`src/rtl/mps_pkg.sv`:
```
package mps_pkg;
  typedef enum logic [2:0] {
    OP_MODE  = 3'd0,
    OP_LDTMP = 3'd1,
    OP_MULS  = 3'd2,
    OP_MULU  = 3'd3,
    OP_SQR   = 3'd4,
    OP_MULI  = 3'd5,
    OP_LDHI  = 3'd6,
    OP_CLR   = 3'd7
  } opSel_e;

  typedef struct packed {
    logic tmpLoad;
    logic prodLoad;
    logic prodHiLoad;
    logic prodClear;
    logic modeLoad;
    logic useUnsigned;
    logic useSquare;
    logic useImm;
  } mulStrobe_t;
endpackage

```
`src/rtl/mps_ctrl.sv`:
```
module mps_ctrl
  import mps_pkg::*;
(
  input  logic       opValid,
  input  logic [2:0] opCode,
  output mulStrobe_t strobe
);
  always_comb begin
    strobe = '0;
    if (opValid) begin
      case (opSel_e'(opCode))
        OP_MODE:  strobe.modeLoad = 1'b1;
        OP_LDTMP: strobe.tmpLoad = 1'b1;
        OP_MULS:  strobe.prodLoad = 1'b1;
        OP_MULU: begin
          strobe.prodLoad = 1'b1;
          strobe.useUnsigned = 1'b1;
        end
        OP_SQR: begin
          strobe.prodLoad = 1'b1;
          strobe.useSquare = 1'b1;
        end
        OP_MULI: begin
          strobe.prodLoad = 1'b1;
          strobe.useImm = 1'b1;
        end
        OP_LDHI:  strobe.prodHiLoad = 1'b1;
        OP_CLR:   strobe.prodClear = 1'b1;
        default:  strobe = '0;
      endcase
    end
  end
endmodule

```
`src/rtl/mps_scaler.sv`:
```
module mps_scaler #(
  parameter int PROD_W = 32,
  parameter int SH_ONE = 1,
  parameter int SH_FOUR = 4,
  parameter int SH_RIGHT = 6
) (
  input  logic [PROD_W-1:0] prodIn,
  input  logic [1:0]        mode,
  output logic [PROD_W-1:0] prodOut
);
  always_comb begin
    case (mode)
      2'b00:   prodOut = prodIn;
      2'b01:   prodOut = prodIn << SH_ONE;
      2'b10:   prodOut = prodIn << SH_FOUR;
      default: prodOut = PROD_W'($signed(prodIn) >>> SH_RIGHT);
    endcase
  end
endmodule

```
`src/rtl/mps_datapath.sv`:
```
module mps_datapath
  import mps_pkg::*;
#(
  parameter int DATA_W = 16,
  parameter int IMM_W = 13,
  parameter int SH_ONE = 1,
  parameter int SH_FOUR = 4,
  parameter int SH_RIGHT = 6
) (
  input  logic                  clk,
  input  logic                  rstN,
  input  mulStrobe_t            strobe,
  input  logic [DATA_W-1:0]     opData,
  output logic [DATA_W-1:0]     tmpQ,
  output logic [2*DATA_W-1:0]   prodQ,
  output logic [1:0]            modeQ,
  output logic [2*DATA_W-1:0]   prodScaled
);
  localparam int PROD_W = 2 * DATA_W;
  localparam int EXT_W = DATA_W + 1;

  logic [DATA_W-1:0]      immExt;
  logic [DATA_W-1:0]      opA;
  logic [DATA_W-1:0]      opB;
  logic [EXT_W-1:0]       extA;
  logic [EXT_W-1:0]       extB;
  logic signed [2*EXT_W-1:0] fullP;
  logic [PROD_W-1:0]      prodNext;

  assign immExt = {{(DATA_W-IMM_W){opData[IMM_W-1]}}, opData[IMM_W-1:0]};
  assign opA = strobe.useSquare ? opData : tmpQ;
  assign opB = strobe.useImm ? immExt : opData;
  assign extA = {~strobe.useUnsigned & opA[DATA_W-1], opA};
  assign extB = {~strobe.useUnsigned & opB[DATA_W-1], opB};
  assign fullP = $signed(extA) * $signed(extB);
  assign prodNext = fullP[PROD_W-1:0];

  always_ff @(posedge clk or negedge rstN) begin
    if (!rstN) begin
      tmpQ <= '0;
      prodQ <= '0;
      modeQ <= 2'b00;
    end else begin
      if (strobe.tmpLoad) tmpQ <= opData;
      if (strobe.modeLoad) modeQ <= opData[1:0];
      if (strobe.prodClear) prodQ <= '0;
      else if (strobe.prodLoad) prodQ <= prodNext;
      else if (strobe.prodHiLoad) prodQ[PROD_W-1:DATA_W] <= opData;
    end
  end

  mps_scaler #(
    .PROD_W(PROD_W), .SH_ONE(SH_ONE), .SH_FOUR(SH_FOUR), .SH_RIGHT(SH_RIGHT)
  ) scaler (
    .prodIn(prodQ),
    .mode(modeQ),
    .prodOut(prodScaled)
  );
endmodule

```
`src/rtl/mps_top.sv`:
```
module mps_top
  import mps_pkg::*;
#(
  parameter int DATA_W = 16,
  parameter int IMM_W = 13,
  parameter int SH_ONE = 1,
  parameter int SH_FOUR = 4,
  parameter int SH_RIGHT = 6
) (
  input  logic                clk,
  input  logic                rstN,
  input  logic                opValid,
  input  logic [2:0]          opCode,
  input  logic [DATA_W-1:0]   opData,
  output logic [DATA_W-1:0]   tmpReg,
  output logic [2*DATA_W-1:0] prodReg,
  output logic [1:0]          scaleMode,
  output logic [2*DATA_W-1:0] prodScaled
);
  mulStrobe_t strobe;

  mps_ctrl ctrl (
    .opValid(opValid),
    .opCode(opCode),
    .strobe(strobe)
  );

  mps_datapath #(
    .DATA_W(DATA_W), .IMM_W(IMM_W),
    .SH_ONE(SH_ONE), .SH_FOUR(SH_FOUR), .SH_RIGHT(SH_RIGHT)
  ) dp (
    .clk(clk),
    .rstN(rstN),
    .strobe(strobe),
    .opData(opData),
    .tmpQ(tmpReg),
    .prodQ(prodReg),
    .modeQ(scaleMode),
    .prodScaled(prodScaled)
  );
endmodule

```
`config.mk`:
```
export PLATFORM = sky130hd
export DESIGN_NAME = mps_top
export DESIGN_NICKNAME = d
export VERILOG_FILES = /design/src/rtl/mps_pkg.sv /design/src/rtl/mps_ctrl.sv /design/src/rtl/mps_scaler.sv /design/src/rtl/mps_datapath.sv /design/src/rtl/mps_top.sv
export SDC_FILE = /design/constraint.sdc
export NUM_CORES = 1
export LEC_CHECK = 0
export BUFFER_PORTS_ARGS = -buffer_cell sky130_fd_sc_hd__buf_2
export CAP_MARGIN = 20
export CORE_MARGIN = 2
export CORE_UTILIZATION = 30
export DETAILED_ROUTE_END_ITERATION = 7
export PLACE_DENSITY = 0.52
export REMOVE_ABC_BUFFERS = 1
export SLEW_MARGIN = 10
export SYNTH_ARGS = -nofsm -noshare
export SYNTH_HDL_FRONTEND = slang
export SYNTH_SLANG_ARGS = --single-unit
```
`constraint.sdc`:
```
create_clock -name clk -period 7.59 [get_ports clk]
set_clock_uncertainty 0.2 [all_clocks]
set_input_delay 0.759 -clock clk [delete_from_list [all_inputs] [get_ports clk]]
set_output_delay 0.759 -clock clk [all_outputs]
set_load 0.01 [all_outputs]
```
# After elaboration in Yosys (flattened, before gate mapping)
# Index checks and enable logic that the tools add are counted.
[word_totals]
regBits = 50
latch_bits = 0
ram_bits = 0
rom_bits = 0
in_bits = 22
out_inout_bits = 82
wordCells = 38
mem_count = 0
[op_classes]
n_addsub = 0
mul = 1
div = 0
n_lt_le_gt_ge = 0
eq_ne = 9
n_shift = 0
mux = 16
bitwise = 3
n_reduce_logical = 5
[ops]
columns = ["op", "count"]
rows = [
  ["32-bit case mux with 3 select lines", 1],
  ["16-bit 2-to-1 mux", 5],
  ["17-bit by 17-bit multiplier with 32-bit output", 1],
  ["32-bit 2-to-1 mux", 1],
  ["3-bit equality test, second input constant", 4],
  ["1-bit 2-to-1 mux", 8],
  ["8-bit 2-to-1 mux", 1],
  ["3-bit by 2-bit equality test with 1-bit output, second input constant", 2],
  ["4-bit OR reduction", 1],
  ["3-bit by 1-bit equality test with 1-bit output, second input constant", 1],
  ["3-bit logical NOT", 1],
  ["3-bit nonzero test", 1],
  ["1-bit AND", 2],
  ["2-bit by 1-bit equality test with 1-bit output, second input constant", 1],
  ["2-bit equality test, second input constant", 1],
  ["2-bit logical NOT", 1],
  ["2-bit nonzero test", 1],
  ["1-bit NOT", 1],
]

# Logic depth before layout (Yosys ltp)
[logic_depth]
depth_word = 9
ltp_mapped = 28
ltp_nobuf = 26

# By module
# Synthesis repeated with hierarchy kept, for this count alone.
[unflattened]
cells_unflattened = 1452
area_unflattened_um2 = 13819.5
[modules_own_cells]
columns = ["module", "instances", "cells_per_inst", "area_each_um2", "seq_area_each_um2"]
rows = [
  ["mps_datapath", 1, 1389, 12929.9, 1251.2],
  ["mps_scaler", 1, 50, 817.0, 0.0],
  ["mps_ctrl", 1, 13, 72.6, 0.0],
]

# Least setup slack after synthesis
# OpenSTA, ideal clock, no wires.
[synth_timing]
kind = "input to register"
start = "input opCode[0]"
end = "register dp.prodQ[29]"
setup_ps = 73
t_arrival_ps = 7224
required_ps = 7317
setup_slack_ps = 93
cell_stages = 27
path_buffers = 4
path_cell_list = "buf_4 -> and4bb_2 -> buf_2 -> buf_2 -> mux2_2 -> clkbuf_1 -> nand2_1 -> fa_1 -> inv_1 -> fa_1 -> inv_1 -> fa_1 -> inv_1 -> fa_1 -> fa_1 -> inv_1 -> fa_1 -> inv_1 -> ha_1 -> o211a_1 -> and3_1 -> a22oi_1 -> o21ai_1 -> a21boi_1 -> o31ai_1 -> a311o_1 -> a21oi_2"
[synth_between]
elab_chain_cells = 8
elab_cells_between_ends = 23
classes_between = "mul: 1; eq/ne: 6; mux: 11; bitwise: 3; reduce/logical: 2"
[synth_rtl]
columns = ["item", "line_no", "source"]
rows = [
  ["start: declaration", "mps_top.sv:13", "input logic [2:0] opCode,"],
  ["3-bit equality test or 3-bit by 2-bit equality test with 1-bit output (tied branches)", "mps_ctrl.sv:11", "case (opSel_e'(opCode))"],
  ["1-bit 2-to-1 mux", "mps_ctrl.sv:11", ""],
  ["8-bit 2-to-1 mux *", "mps_ctrl.sv:10", "if (opValid) begin"],
  ["16-bit 2-to-1 mux (tied with other cells)", "mps_datapath.sv:31", "assign opA = strobe.useSquare ? opData : tmpQ;"],
  ["1-bit AND, on equally long branches", "mps_datapath.sv:33, mps_datapath.sv:34", ""],
  ["17-bit by 17-bit multiplier with 32-bit output", "mps_datapath.sv:35", "assign fullP = $signed(extA) * $signed(extB);"],
  ["16-bit 2-to-1 mux", "mps_datapath.sv:47", "else if (strobe.prodLoad) prodQ <= prodNext;"],
  ["32-bit 2-to-1 mux", "mps_datapath.sv:46", "if (strobe.prodClear) prodQ <= '0;"],
  ["end signal: assignment", "mps_datapath.sv:47", ""],
  ["end signal: indexed assignment", "mps_datapath.sv:48", "else if (strobe.prodHiLoad) prodQ[PROD_W-1:DATA_W] <= opData;"],
  ["end: declaration", "mps_datapath.sv:15", "output logic [2*DATA_W-1:0] prodQ,"],
]
# Every way passes the cells marked *; elsewhere a longest branch is shown, timed or not.
# A chain may end at the register's enable or synchronous reset.

# Worst setup path in the final report
[layout_timing]
start = "input opCode[0]"
end = "register dp.prodQ[24]"
# Same word-level chain as after synthesis.

==> run_results.csv <==
group,metric,value,unit
outcome,status,"finished clean",
route,wl,41.8,mm
route,via_per_inst,4.88,
logic_synthesis,synth_cell_types,65,
floorplan,row_count,78,
logic_synthesis,avgSynthCellArea,9.52,um^2
clock_tree,numCtsBuffers,5,
finish,syn_to_final_growth,15.3,%
global_route,grt_first_pass_wirelength,67.4,mm
global_route,grt_max_degree,51,
job,maxCapViolations,0,
clock_tree,clkSlewWorstSetupHoldPaths,0.07,ns
finish,nets,1993,
finish,drive_gt1_share,19.4,%
floorplan,core_region_area,45300,um^2
logic_synthesis,synth_cells,1442,
logic_synthesis,yosysWarnings,0,
sta,worst_slew_pin_slew,0.981,ns
route,wire_per_inst,18.9,um
placed_design,hpwlAfterDp,34.2,mm
critical_path,cp_top_family,"adder cells",
route,antenna_left,0,
route,vias,10800,
finish,antenna_cells,0,
critical_path,crit_type,"in -> reg",
global_route,grt_usage,18.4,%
clock_tree,htree_levels,2,
global_route,grt_pass1_vias,11800,
logic_synthesis,ys_seq_area_share,9.12,%
worst_hold_path,hold_class,"reg -> reg",
logic_synthesis,synthArstFlopShare,100,%
critical_path,cpMostUsedCell,"fa_1",
floorplan,fp.dieH,218,um
logic_synthesis,synth-seq-cells,50,
global_route,antenna_found_initial,2,
logic_synthesis,synth_edf_count,0,
sta,rsz0062_at_grt,"yes",
placed_design,portBuffers,103,
clock_tree,cts_tree,"built",
clock_tree,cts.sinks,50,
floorplan,start_util,30.3,%
floorplan,dieWidth,218,um
critical_path,cp-end-kind,"flip-flop",
sta,hold_viol,0,
critical_path,crit_required,7.58,ns
clock_tree,clkLatencyLatePin,0.30,ns
sta,drv_slew,0,
sta,period_needed,7.37,ns
logic_synthesis,yosys_most_used_dff,"dfrtp_1",
critical_path,slowest_delay,0.57,ns
critical_path,path_cells,"buf_2 -> and4bb_4 -> buf_4 -> mux2_2 -> buf_4 -> nand2_1 -> fa_1 -> inv_1 -> fa_1 -> fa_1 -> fa_1 -> fa_1 -> inv_1 -> fa_1 -> inv_1 -> ha_1 -> and4_1 -> and2_1 -> a22o_1 -> o31a_1 -> or3_1 -> a32oi_1 -> o21ai_1",
critical_path,worstPathArrival,7.36,ns
critical_path,cp-start-kind,"primary input",
clock_tree,root_buffer,"clkbuf_16",
global_route,gr-total-overflow,0,
floorplan,dieArea,47500,um^2
critical_path,path_max_fanout,10,
sta,slew_headroom,34.6,%
critical_path,slowest_stage,"fa_1",
sta,setup_viol_count_final,0,
clock_tree,cts_setup_buffers,0,
sta,min_period_over_period,97.1,%
placed_design,globalplace.congestion,0.884,
finish,fin_util,35.0,%
floorplan,ios,104,
logic_synthesis,synth_area,13700,um^2
sta,fmax,0.136,GHz
route,first_pass_iters,5,
route,route.detailed.drc,0,
clock_tree,cts.path.max_buffers,2,
route,drt_iter0_drc,706,
critical_path,crit_buf_inv,6,
-- cell type report --
class | count | area (um^2)
inverters | 312 | 1170
clock buffers | 5 | 125
flip-flops and latches | 50 | 1250
repair buffers | 230 | 1490
fillers | 4708 | 29500
well taps | 600 | 751
clock inverters | 3 | 21.3
multi-input cells | 1008 | 11000
-- flip-flops by register name, summed over array words and instances (netlist names) --
| register | count |
|---|---|
| dp.tmpQ | 16 |
| dp.prodQ | 32 |
| dp.modeQ | 2 |
-- repair_timing --
| item | CTS | global route |
|---|---|---|
| setup endpoints to repair | 0 | 9 |
| hold buffers | 0 | 0 |
| gates resized for setup | 0 | 7 |
| hold endpoints to repair | 0 | 0 |
-- cell families (layout without fill, tap and decap cells) --
group	count (synthesis)	in the layout	share of synthesized area, %
xor+xnor	23	23	1.47
fa+ha+maj	364	364	48.6
mux	84	84	9.01
compound gates	150	150	7.56
flops	50	50	9.12
buf+inv	384	550	10.7
simple gates	387	387	13.6
-- cells in the final DEF (no fill, tap or decap), types with 17 or more instances in the layout --
master | synthesis | layout
nor2_1 | 61 | 61
o21ai_0 | 25 | 24
a21oi_1 | 30 | 30
buf_2 | 11 | 103
ha_1 | 82 | 82
mux2i_1 | 20 | 20
xnor2_1 | 17 | 17
mux2_2 | 36 | 35
and2_1 | 86 | 86
mux4_2 | 27 | 27
dfrtp_1 | 50 | 50
buf_4 | 1 | 125
fa_1 | 282 | 282
nand2_1 | 169 | 169
inv_1 | 312 | 312
-- synth_stat cells, types with 3 or more instances --
| cell type | count | area share [%] |
|---|---|---|
| nand2_1 | 169 | 4.6 |
| nand3_1 | 14 | 0.51 |
| o21ai_0 | 25 | 0.91 |
| mux4_2 | 27 | 4.4 |
| fa_1 | 282 | 41 |
| nand3b_1 | 3 | 0.16 |
| a21oi_1 | 30 | 1.1 |
| o2bb2ai_1 | 3 | 0.19 |
| nand2b_1 | 6 | 0.27 |
| buf_1 | 4 | 0.11 |
| clkbuf_1 | 55 | 1.5 |
| o21a_1 | 12 | 0.66 |
| nor2_1 | 61 | 1.7 |
| a22o_1 | 14 | 0.89 |
| o31ai_1 | 6 | 0.33 |
| nor2b_1 | 12 | 0.55 |
| a211oi_1 | 5 | 0.27 |
| and3_1 | 9 | 0.41 |
| dfrtp_1 | 50 | 9.1 |
| mux2i_1 | 20 | 1.5 |
| nor3b_1 | 5 | 0.27 |
| and2_1 | 86 | 3.9 |
| a21boi_1 | 3 | 0.16 |
| a21o_1 | 9 | 0.49 |
| nor3_1 | 9 | 0.33 |
| o21ai_1 | 7 | 0.26 |
| xnor2_1 | 17 | 1.1 |
| ha_1 | 82 | 7.5 |
| or3_1 | 4 | 0.18 |
| nor4_1 | 3 | 0.14 |
| a31oi_1 | 4 | 0.18 |
| buf_2 | 11 | 0.40 |
| mux2_2 | 36 | 3.0 |
| xor2_1 | 6 | 0.38 |
| a211o_1 | 3 | 0.19 |
| a32oi_1 | 3 | 0.19 |
| inv_1 | 312 | 8.5 |
-- per-layer routing --
| layer | GRT usage [%] | share of wire [%] | vias to the layer above |
|---|---|---|---|
| li1 | - | - | 4793 |
| met1 | 24.8 | 43 | 5585 |
| met2 | 30.6 | 48 | 329 |
| met3 | 2.52 | 5.5 | 68 |
| met4 | 5.90 | 3.5 | 2 |
| met5 | 0 | 0.038 | - |
-- through the flow --
| stage | std cells | worst slack, ns | hold WS, ns | area [um^2] | TNS, ns |
|---|---|---|---|---|---|
| 3_3_place_gp | 2198 | -0.160 | 0.290 | 15600 | -0.394 |
| 3_5_place_dp | 2198 | -0.195 | 0.299 | 15600 | -0.548 |
| 4_1_cts | 2206 | 0.118 | 0.316 | 15800 | 0 |
| 5_1_grt | 2208 | -0.00668 | 0.345 | 15800 | -0.00668 |
| 2_1_floorplan | 1370 | -0.0984 | 0.263 | 13400 | -0.227 |
| 6_report | 2208 | 0.218 | 0.314 | 15800 | 0 |
-- worst paths after layout --
kind	startpoint	cells past startpoint	slack [ns]	endpoint
min	dp.modeQ[0]$_DFFE_PN0P_	1	0.31	dp.modeQ[0]$_DFFE_PN0P_
max reg2reg	dp.tmpQ[15]$_DFFE_PN0P_	23	0.80	dp.prodQ[24]$_DFFE_PN0P_
min reg2reg	dp.modeQ[0]$_DFFE_PN0P_	1	0.31	dp.modeQ[0]$_DFFE_PN0P_
max in group asynchronous	rstN	2	6.33	dp.prodQ[22]$_DFFE_PN0P_
max	opCode[0]	23	0.22	dp.prodQ[24]$_DFFE_PN0P_
min in group asynchronous	rstN	2	0.38	dp.prodQ[4]$_DFFE_PN0P_
Power is left out: the tool's default activity adds up to more than one toggle a clock period on the data nets, which glitch-free logic cannot reach.
